## config.mk

```make
export PLATFORM = sky130hd
export DESIGN_NAME = dma_chan_seq
export DESIGN_NICKNAME = d
export VERILOG_FILES = /design/src/rtl/dma_seq_pkg.sv /design/src/rtl/dma_addr_unit.sv /design/src/rtl/dma_seq_fsm.sv /design/src/rtl/dma_chan_seq.sv
export SDC_FILE = /design/constraint.sdc
export NUM_CORES = 1
export LEC_CHECK = 0
export CAP_MARGIN = 20
export CORE_MARGIN = 2
export CORE_UTILIZATION = 40
export DETAILED_ROUTE_END_ITERATION = 7
export PLACE_DENSITY = 0.75
export SYNTH_ARGS = -nofsm -noshare
export SYNTH_HDL_FRONTEND = slang
export SYNTH_SLANG_ARGS = --single-unit
```

## constraint.sdc

```tcl
create_clock -name clk_i -period 2.8 [get_ports clk_i]
set_clock_uncertainty 0.1 [all_clocks]
set_input_delay 0.56 -clock clk_i [delete_from_list [all_inputs] [get_ports clk_i]]
set_output_delay 0.56 -clock clk_i [all_outputs]
set_load 0.05 [all_outputs]
```

## src/rtl/dma_seq_pkg.sv

```systemverilog
package dma_seq_pkg;
  typedef enum logic [1:0] {
    MODE_M2M = 2'b00,
    MODE_P2M = 2'b01,
    MODE_M2P = 2'b10,
    MODE_RSV = 2'b11
  } xfer_mode_e;

  typedef enum logic [1:0] {
    ADR_INC  = 2'b00,
    ADR_RSV  = 2'b01,
    ADR_FIX  = 2'b10,
    ADR_WRAP = 2'b11
  } adr_ctl_e;

  typedef enum logic [2:0] {
    ST_IDLE,
    ST_RD,
    ST_WR,
    ST_HALT,
    ST_SRST
  } seq_state_e;
endpackage

```

## src/rtl/dma_addr_unit.sv

```systemverilog
module dma_addr_unit
  import dma_seq_pkg::*;
#(
  parameter int AW   = 32,
  parameter int STEP = 4
) (
  input  logic          clk_i,
  input  logic          rst_ni,
  input  logic          clr_i,
  input  logic          load_i,
  input  logic          adv_i,
  input  logic          pass_end_i,
  input  logic [1:0]    ctl_i,
  input  logic [AW-1:0] base_i,
  output logic [AW-1:0] addr_o
);
  logic [AW-1:0] addr_q;

  always_ff @(posedge clk_i or negedge rst_ni) begin
    if (!rst_ni)     addr_q <= '0;
    else if (clr_i)  addr_q <= '0;
    else if (load_i) addr_q <= base_i;
    else if (adv_i) begin
      if (ctl_i == ADR_INC)       addr_q <= addr_q + AW'(STEP);
      else if (ctl_i == ADR_WRAP) addr_q <= pass_end_i ? base_i : addr_q + AW'(STEP);
    end
  end

  assign addr_o = addr_q;

  AST_FIX_HOLD: assert property (@(posedge clk_i) disable iff (!rst_ni)
    adv_i && !load_i && !clr_i && ctl_i == ADR_FIX |=> $stable(addr_o));
endmodule

```

## src/rtl/dma_seq_fsm.sv

```systemverilog
module dma_seq_fsm
  import dma_seq_pkg::*;
#(
  parameter int CW          = 16,
  parameter int STEP        = 4,
  parameter int SRST_CYCLES = 3
) (
  input  logic          clk_i,
  input  logic          rst_ni,
  input  logic          en_i,
  input  logic          trig_i,
  input  logic          srst_i,
  input  logic          start_ok_i,
  input  logic          wrap_i,
  input  logic          rd_hs_i,
  input  logic          rd_err_i,
  input  logic          wr_hs_i,
  input  logic          wr_err_i,
  input  logic [CW-1:0] cnt_base_i,
  output seq_state_e    state_o,
  output logic [CW-1:0] cnt_o,
  output logic          load_o,
  output logic          adv_o,
  output logic          pass_end_o,
  output logic          clr_o,
  output logic          err_o,
  output logic          srst_busy_o
);
  localparam int TW = $clog2(SRST_CYCLES + 1);

  seq_state_e    state_q, state_d;
  logic [CW-1:0] cnt_q;
  logic [TW-1:0] tmr_q;
  logic          last;

  assign last       = cnt_q == CW'(STEP);
  assign clr_o      = srst_i;
  assign load_o     = state_q == ST_IDLE && trig_i && en_i && start_ok_i && !srst_i;
  assign adv_o      = state_q == ST_WR && en_i && wr_hs_i && !wr_err_i && !srst_i;
  assign pass_end_o = adv_o && last;

  always_comb begin
    state_d = state_q;
    unique case (state_q)
      ST_IDLE: if (load_o) state_d = ST_RD;
      ST_RD: if (rd_hs_i) begin
        if (rd_err_i)   state_d = ST_HALT;
        else if (!en_i) state_d = ST_IDLE; // word dropped
        else            state_d = ST_WR;
      end
      ST_WR: begin
        if (!en_i) state_d = ST_IDLE;
        else if (wr_hs_i) begin
          if (wr_err_i)        state_d = ST_HALT;
          else if (last)       state_d = wrap_i ? ST_RD : ST_IDLE;
          else                 state_d = ST_RD;
        end
      end
      ST_HALT: state_d = ST_HALT;
      ST_SRST: if (tmr_q == '0) state_d = ST_IDLE;
      default: state_d = ST_IDLE;
    endcase
    if (srst_i) state_d = ST_SRST;
  end

  always_ff @(posedge clk_i or negedge rst_ni) begin
    if (!rst_ni) begin
      state_q <= ST_IDLE;
      cnt_q   <= '0;
      tmr_q   <= '0;
    end else begin
      state_q <= state_d;
      if (srst_i)              tmr_q <= TW'(SRST_CYCLES - 1);
      else if (tmr_q != '0)    tmr_q <= tmr_q - 1'b1;
      if (clr_o)               cnt_q <= '0;
      else if (load_o)         cnt_q <= cnt_base_i;
      else if (adv_o)          cnt_q <= (last && wrap_i) ? cnt_base_i : cnt_q - CW'(STEP);
    end
  end

  assign state_o     = state_q;
  assign cnt_o       = cnt_q;
  assign err_o       = state_q == ST_HALT;
  assign srst_busy_o = state_q == ST_SRST;

  AST_CNT_LIVE: assert property (@(posedge clk_i) disable iff (!rst_ni)
    (state_q == ST_RD || state_q == ST_WR) |-> cnt_q != '0);
  AST_HALT_STICKY: assert property (@(posedge clk_i) disable iff (!rst_ni)
    state_q == ST_HALT && !srst_i |=> state_q == ST_HALT);
  AST_OFF_NO_START: assert property (@(posedge clk_i) disable iff (!rst_ni)
    state_q == ST_IDLE && !en_i |=> (state_q == ST_IDLE || state_q == ST_SRST));
endmodule

```

## src/rtl/dma_chan_seq.sv

```systemverilog
module dma_chan_seq
  import dma_seq_pkg::*;
#(
  parameter int AW          = 32,
  parameter int CW          = 16,
  parameter int DW          = 32,
  parameter int BEAT_BYTES  = 4,
  parameter int SRST_CYCLES = 3
) (
  input  logic          clk_i,
  input  logic          rst_ni,
  input  logic          en_i,
  input  logic          trig_i,
  input  logic          srst_i,
  input  logic [1:0]    mode_i,
  input  logic [1:0]    src_ctl_i,
  input  logic [1:0]    dst_ctl_i,
  input  logic [AW-1:0] src_base_i,
  input  logic [AW-1:0] dst_base_i,
  input  logic [CW-1:0] count_i,
  output logic          rd_valid_o,
  input  logic          rd_ready_i,
  output logic [AW-1:0] rd_addr_o,
  input  logic [DW-1:0] rd_data_i,
  input  logic          rd_err_i,
  output logic          wr_valid_o,
  input  logic          wr_ready_i,
  output logic [AW-1:0] wr_addr_o,
  output logic [DW-1:0] wr_data_o,
  input  logic          wr_err_i,
  output logic          busy_o,
  output logic          err_o,
  output logic          srst_busy_o,
  output logic [AW-1:0] cur_src_o,
  output logic [AW-1:0] cur_dst_o,
  output logic [CW-1:0] cur_cnt_o
);
  localparam int AL = $clog2(BEAT_BYTES);

  seq_state_e state;
  logic [1:0] cfg_mode, cfg_sctl, cfg_dctl;
  logic [1:0][1:0]    eff_ctl;
  logic [1:0][AW-1:0] base_a, addr_a;
  logic [DW-1:0] buf_q;
  logic start_ok, wrap, rd_hs, wr_hs, load, adv, pass_end, clr;

  assign start_ok = mode_i != MODE_RSV && src_ctl_i != ADR_RSV && dst_ctl_i != ADR_RSV
                 && count_i != '0 && count_i[AL-1:0] == '0
                 && src_base_i[AL-1:0] == '0 && dst_base_i[AL-1:0] == '0;

  // peripheral side never moves
  assign eff_ctl[0] = (cfg_mode == MODE_P2M) ? ADR_FIX : cfg_sctl;
  assign eff_ctl[1] = (cfg_mode == MODE_M2P) ? ADR_FIX : cfg_dctl;
  assign wrap       = eff_ctl[0] == ADR_WRAP || eff_ctl[1] == ADR_WRAP;
  assign base_a[0]  = src_base_i;
  assign base_a[1]  = dst_base_i;

  assign rd_hs = rd_valid_o && rd_ready_i;
  assign wr_hs = wr_valid_o && wr_ready_i;

  always_ff @(posedge clk_i or negedge rst_ni) begin
    if (!rst_ni) begin
      cfg_mode <= '0;
      cfg_sctl <= '0;
      cfg_dctl <= '0;
      buf_q    <= '0;
    end else begin
      if (load) begin
        cfg_mode <= mode_i;
        cfg_sctl <= src_ctl_i;
        cfg_dctl <= dst_ctl_i;
      end
      if (clr)                        buf_q <= '0;
      else if (rd_hs && !rd_err_i)    buf_q <= rd_data_i;
    end
  end

  dma_seq_fsm #(.CW(CW), .STEP(BEAT_BYTES), .SRST_CYCLES(SRST_CYCLES)) u_fsm (
    .clk_i, .rst_ni, .en_i, .trig_i, .srst_i,
    .start_ok_i (start_ok),
    .wrap_i     (wrap),
    .rd_hs_i    (rd_hs),
    .rd_err_i,
    .wr_hs_i    (wr_hs),
    .wr_err_i,
    .cnt_base_i (count_i),
    .state_o    (state),
    .cnt_o      (cur_cnt_o),
    .load_o     (load),
    .adv_o      (adv),
    .pass_end_o (pass_end),
    .clr_o      (clr),
    .err_o,
    .srst_busy_o
  );

  for (genvar s = 0; s < 2; s++) begin : g_side
    dma_addr_unit #(.AW(AW), .STEP(BEAT_BYTES)) u_addr (
      .clk_i, .rst_ni,
      .clr_i      (clr),
      .load_i     (load),
      .adv_i      (adv),
      .pass_end_i (pass_end),
      .ctl_i      (eff_ctl[s]),
      .base_i     (base_a[s]),
      .addr_o     (addr_a[s])
    );
  end

  assign cur_src_o  = addr_a[0];
  assign cur_dst_o  = addr_a[1];
  assign rd_valid_o = state == ST_RD;
  assign wr_valid_o = state == ST_WR;
  assign rd_addr_o  = addr_a[0];
  assign wr_addr_o  = addr_a[1];
  assign wr_data_o  = buf_q;
  assign busy_o     = rd_valid_o || wr_valid_o;

  AST_RD_HOLD: assert property (@(posedge clk_i) disable iff (!rst_ni)
    rd_valid_o && !rd_ready_i && !srst_i |=> rd_valid_o && $stable(rd_addr_o));
  AST_ONE_SIDE: assert property (@(posedge clk_i) disable iff (!rst_ni)
    !(rd_valid_o && wr_valid_o));
  AST_WR_AFTER_RD: assert property (@(posedge clk_i) disable iff (!rst_ni)
    $rose(wr_valid_o) |-> $past(rd_hs));
  AST_PERIPH_FIX: assert property (@(posedge clk_i) disable iff (!rst_ni)
    busy_o && cfg_mode == MODE_P2M && !srst_i |=> !busy_o || $stable(cur_src_o));
  AST_ERR_STOP: assert property (@(posedge clk_i) disable iff (!rst_ni)
    rd_hs && rd_err_i && !srst_i |=> err_o && !busy_o);
endmodule

```

## Yosys cells after proc, flatten, opt, wreduce, memory -nomap -nowiden

Cells that the tools add are included.

- Equality and inequality tests: 16
- Reductions and logical operators: 41
- Multiplexer cells: 34
- Add/sub/neg operators: 4

Operators with widths:

| operator | number |
|---|---|
| two-way mux 32 bit | 14 |
| adder 32 x 3 -> 32 bit (second input constant) | 2 |
| two-way mux 16 bit | 4 |
| two-way mux 3 bit | 9 |
| logical AND 1 bit | 19 |
| equality test 16 x 3 -> 1 bit (second input constant) | 1 |
| nonzero test 16 bit | 1 |
| subtractor 16 x 3 -> 16 bit (second input constant) | 1 |
| case mux 3 bit (5 select lines) | 1 |
| zero test 2 bit | 6 |
| two-way mux 2 bit | 5 |
| inequality test 3 x 2 -> 1 bit (second input constant) | 3 |
| nonzero test 4 bit | 2 |
| equality test 2 bit (second input constant) | 3 |
| equality test 3 x 2 -> 1 bit (second input constant) | 2 |
| nonzero test 2 bit | 3 |
| inequality test 2 x 1 -> 1 bit (second input constant) | 2 |
| inequality test 4 x 3 -> 1 bit (second input constant) | 1 |
| AND reduction 2 bit | 2 |
| AND reduction 4 bit | 1 |
| equality test 3 x 1 -> 1 bit (second input constant) | 1 |
| equality test 3 bit (second input constant) | 1 |
| zero test 1 bit | 3 |
| zero test 3 bit | 1 |
| 6 further kinds | 7 |

- Logic and storage cells: 104
- Flip-flop bits (word level): 123
- Input bits: 127

## Depth between registers and ports, before layout

- Depth in word-level cells: 12
- Mapped depth: 10

## Cells and area by module

From an unflattened synthesis, not the netlist that was laid out.

- Cells, all modules: 885
- Area, all modules: 7972.6 um2

By module, submodules not included:

| module | area an instance (um2) | instances | cells an instance | sequential area each (um2) |
|---|---|---|---|---|
| dma_addr_unit | 2185.8 | 2 | 271 | 800.8 |
| dma_chan_seq | 2045.7 | 1 | 173 | 950.9 |
| dma_seq_fsm | 1555.2 | 1 | 170 | 525.5 |

## Worst setup path after synthesis

No wires, ideal clock.

- Path type: register to register
- Start: register u_fsm.cnt_q[12], in the netlist u_fsm.cnt_o[12]
- End: register g_side[1].u_addr.addr_q[26]
- Arrival time: 2681 ps
- Setup time: 133 ps
- Path slack: -114 ps
- Period minus slack after synthesis: 2914 ps
- Stages on the path, launching flop included: 10
- Buffers on the path: 3
- Cell sequence: dfrtp_1 > or4_1 > clkbuf_1 > nand4b_4 > or4_1 > clkbuf_1 > buf_2 > o21a_1 > o211ai_1 > o21ai_0

- Longest elaborated chain between the ends: 8

RTL lines:

| element | RTL line | RTL |
|---|---|---|
| from (decl) | dma_seq_fsm.sv:32 | `logic [CW-1:0] cnt_q;` |
| from (signal assigned) | dma_seq_fsm.sv:76 | `else if (load_o) cnt_q <= cnt_base_i;` |
| from (signal assigned) | dma_seq_fsm.sv:77 | `else if (adv_o) cnt_q <= (last && wrap_i) ? cnt_base_i : cnt_q - CW'(STEP);` |
| equality test 16 x 3 -> 1 bit | dma_seq_fsm.sv:36 | `assign last = cnt_q == CW'(STEP);` |
| logical AND 1 bit | dma_seq_fsm.sv:40 | `assign pass_end_o = adv_o && last;` |
| two-way mux 32 bit (2 in series) | dma_addr_unit.sv:25 | `else if (ctl_i == ADR_WRAP) addr_q <= pass_end_i ? base_i : addr_q + AW'(STEP);` |
| two-way mux 32 bit | dma_addr_unit.sv:24 | `if (ctl_i == ADR_INC) addr_q <= addr_q + AW'(STEP);` |
| two-way mux 32 bit | dma_addr_unit.sv:23 | `else if (adv_i) begin` |
| two-way mux 32 bit | dma_addr_unit.sv:22 | `else if (load_i) addr_q <= base_i;` |
| two-way mux 32 bit | dma_addr_unit.sv:21 | `else if (clr_i) addr_q <= '0;` |
| to (signal assigned) | dma_addr_unit.sv:22 |  |
| to (signal assigned) | dma_addr_unit.sv:24 |  |
| to (signal assigned) | dma_addr_unit.sv:25 |  |
| to (decl) | dma_addr_unit.sv:17 | `logic [AW-1:0] addr_q;` |

No other way between the ends. The select of a mux whose other input is x is not followed.
A chain may end at the register's enable or synchronous reset.

## Worst setup path in the final report

- Start: register u_fsm.state_q[2], in the netlist u_fsm.state_o[2]
- End: output srst_busy_o

- Longest elaborated chain between the ends: 1

RTL lines:

| element | RTL line | RTL |
|---|---|---|
| from (decl) | dma_seq_fsm.sv:31 | `seq_state_e state_q, state_d;` |
| from (signal assigned) | dma_seq_fsm.sv:72 | `state_q <= state_d;` |
| equality test 3 bit | dma_seq_fsm.sv:84 | `assign srst_busy_o = state_q == ST_SRST;` |
| to (decl) | dma_chan_seq.sv:33 | `output logic srst_busy_o,` |

No other way between the ends.

==> results by group <==
STA
  – Clock period minus worst slack: 2.71 ns
  – Highest Clock Rate: 369 MHz
  – Slew Viols, Final: 0
  – Final cycle utilization of the critical path: 0.968
  – Slew HR: 0.569
  – Slew of the pin with the lowest slew margin: roughly 0.65 ns
  – Hold Fails Final Rpt: 0
  – Setup violators final: 0
  – Setup total negative slack: 0 ns
  – RSZ-0062 raised after global routing: true

Final layout
  – Fillers: about 1700
  – Area of the multi-input gates: 4040 µm²
  – Storage cell area: 3080 µm²
  – Layout area overhead: 54.9%
  – Final-stage net count: 1409
  – Share of layout cells above drive strength 1: 0.150
  – Final instance area: 12200 µm²

Route
  – Wire per inst: 18.1 µm
  – Iter 0 DRT Violations: 705
  – DRC: 0
  – Drt first pass iters: 5
  – Routed WL: 28200 µm
  – Vias: about 8700
  – Routed Antenna Nets: 0
  – Vias per cell: 5.60

Critical path
  – Crit path cell chain: buf_4 -> nand2b_1 -> nor2_1 -> clkdlybuf4s50_1
  – Startpoint types: register
  – Required @ worst endpoint: 2.14 ns
  – Crit path DAT: 2.05 ns
  – Crit path max fanout: 7
  – CP max stage delay: approximately 0.84 ns
  – R2R cell count: 7
  – CP endpoint kind: output port
  – Setup CP Type: register to output port
  – CP max-delay cell: clkdlybuf4s50_1

Pwr
  – Combinational share of power: 0.135
  – Sw frac: 0.275
  – VDD IR max: 0.000443 V
  – Internal Pwr Total: 0.00336 W
  – Leak: 4.80 nW
  – Power Density: 379 nW/µm²
  – Clock share of power: 0.470
  – Register share of total power: 0.395
  – NetSw: 0.00127 W

Placed design
  – Post-DP HPWL: 20900 µm
  – Placer Congestion: 0.926
  – Cell Area, Placed: 11600 µm²
  – I/O Buffers: between 300 and 400

Synth
  – Post-synth ARST share: 1.00
  – Register bit total from synthesis: 123
  – Cell variety after synth: around 60
  – Share of the synthesized area in the top cell type: 0.390
  – Area leader, netlist: dfrtp_1
  – Count leader, synth: dfrtp_1
  – Avg Synthesized Cell Area: 8.23 µm²
  – Syn Std Cell Area: roughly 7900 µm²
  – Seq/Total Area, Yosys: 0.390
  – Post-Syn Instances: 958
  – Synth top cells by count: dfrtp_1, nand2_1, a21oi_1, o21ai_0, buf_4
  – Synth Flop Type: dfrtp_1
  – Synth area leaders: dfrtp_1, buf_4, a21oi_1
  – Number of synthesized flops with an enable pin: 0
  – Mapped Nets: 1090
  – Synth warn: 0

Clock tree
  – Sink Count: between 100 and 150
  – CTS clk-pin slew, worst paths: 0.06 ns
  – H-Tree Depth: 4
  – Number of CTS-inserted buffers: 17
  – Clock Latency Late Sink: 0.42 ns
  – CTS tree: yes
  – Root Buffer: clkbuf_16
  – # hold bufs at CTS: 0
  – Clock tree buffer depth: 2

Global routing
  – Number of global-route vias before repair: 8307
  – GRT Util Overall: 0.263
  – Antenna violations before repair: 1
  – Grt ovf: 0
  – Global-route wire length before repair: 43300 µm
  – Largest net degree at the start of global routing: 46

Floorplan
  – I/O pin count: 308
  – Initial Util: 0.407
  – Die X: 144 µm
  – Die area: 20900 µm²
  – Row Count: 51
  – Chip height: 144 µm
  – Core area: ~19000 µm²

Flow run
  – Max capacitance violation total: 0

Worst hold path
  – Worst Hold Class: input port to asynchronous set/reset pin

Outcome
  – Status: finished, final reports clean
[flip-flops by register name, indices dropped and copies added (netlist names)]
| register | flops |
|---|---|
| u_fsm.cnt_o | 16 |
| wr_data_o | 32 |
| cfg_dctl | 2 |
| g_side.u_addr.addr_o | 64 |
| cfg_sctl | 2 |
| cfg_mode | 2 |
| u_fsm.state_o | 3 |
| u_fsm.tmr_q | 2 |
[routing by layer]
layer  track usage  vias to the layer above  part of all wire
li1              -                     4096                 -
met1         0.353                     4125              0.41
met2         0.420                      435              0.49
met3        0.0513                       62             0.075
met4         0.103                        0             0.025
met5             0                        -                 0
[metrics by stage]
stage	power (W)	hold slack (ns)	setup WS, ns	utilization	instances
2_1_floorplan	0.00210	0.164	-0.0123	-	958
3_3_place_gp	0.00247	0.391	-0.217	0.598	1522
3_5_place_dp	0.00248	0.397	-0.288	0.598	1522
4_1_cts	0.00466	0.0684	0.0130	0.628	1554
5_1_grt	0.00480	0.0954	-0.0184	0.630	1556
6_report	0.00463	0.0615	0.0894	0.630	1556
[timing repair]
action / in CTS / in global routing
setup endpoints to repair: 0 / 26
endpoints found under the hold margin: 0 / 0
gates resized for setup: 0 / 7
setup buffers: 0 / 1
[layout by cell type, fill, tap and decap left out, types with 25 or more instances in the layout]
cell / n
nor4_1: 35
inv_1: 25
buf_4: 113
o21ai_0: 77
nand2_1: 112
nand3_1: 48
nor2_1: 43
nor3_1: 42
dfrtp_1: 120
clkdlybuf4s50_1: 302
a21oi_1: 89
[worst max-delay path: cells and delay by family (launching register included)]
kind / cells / cell delay [ns]
DFF: 1 / 0.42
buffers and inverters: 2 / 1.02
and+or+nand+nor: 2 / 0.20
[cell families after synthesis]
family,synth area share
simple gates,0.249
compound gates,0.206
xor+xnor,0.00555
buf+inv,0.106
fa+ha+maj,0.00793
mux,0.0352
flops,0.390
[final timing paths]
| kind | start | end | slack (ns) |
|---|---|---|---|
| worst max-delay path | u_fsm.state_o[2] | srst_busy_o | 0.09 |
| worst min-delay path | rst_ni | g_side[0].u_addr.addr_o[7] | 0.06 |
| worst max register to register | u_fsm.cnt_o[12] | g_side[1].u_addr.addr_o[14] | 0.14 |
| worst min register to register | u_fsm.tmr_q[1] | u_fsm.tmr_q[1] | 0.41 |
| max in group asynchronous | rst_ni | g_side[1].u_addr.addr_o[16] | 1.87 |
| min in group clk_i | u_fsm.tmr_q[1] | u_fsm.tmr_q[1] | 0.41 |
[area by class of cell]
cell class / count / share of cell area
Antenna cell: 1 / 0.000205
Clock buffer: 17 / 0.0348
Clock inverter: 15 / 0.0125
Inverter: 25 / 0.00768
Multi-Input combinational cell: 683 / 0.331
Sequential cell: 123 / 0.252
Tap cell: 265 / 0.0271
Timing Repair Buffer: 427 / 0.335
[power groups by stage]
| stage | Sequential, W | Combinational (W) | Clock, W |
|---|---|---|---|
| finish | 0.00183 | 0.000627 | 0.00218 |
| global route | 0.00183 | 0.000679 | 0.00229 |
| CTS | 0.00183 | 0.000623 | 0.00221 |
| detailed placement | 0.00186 | 0.000619 | 0 |
| global placement | 0.00186 | 0.000613 | 0 |
| floorplan | 0.00186 | 0.000238 | 0 |
Power figures use the tool's default switching activity.
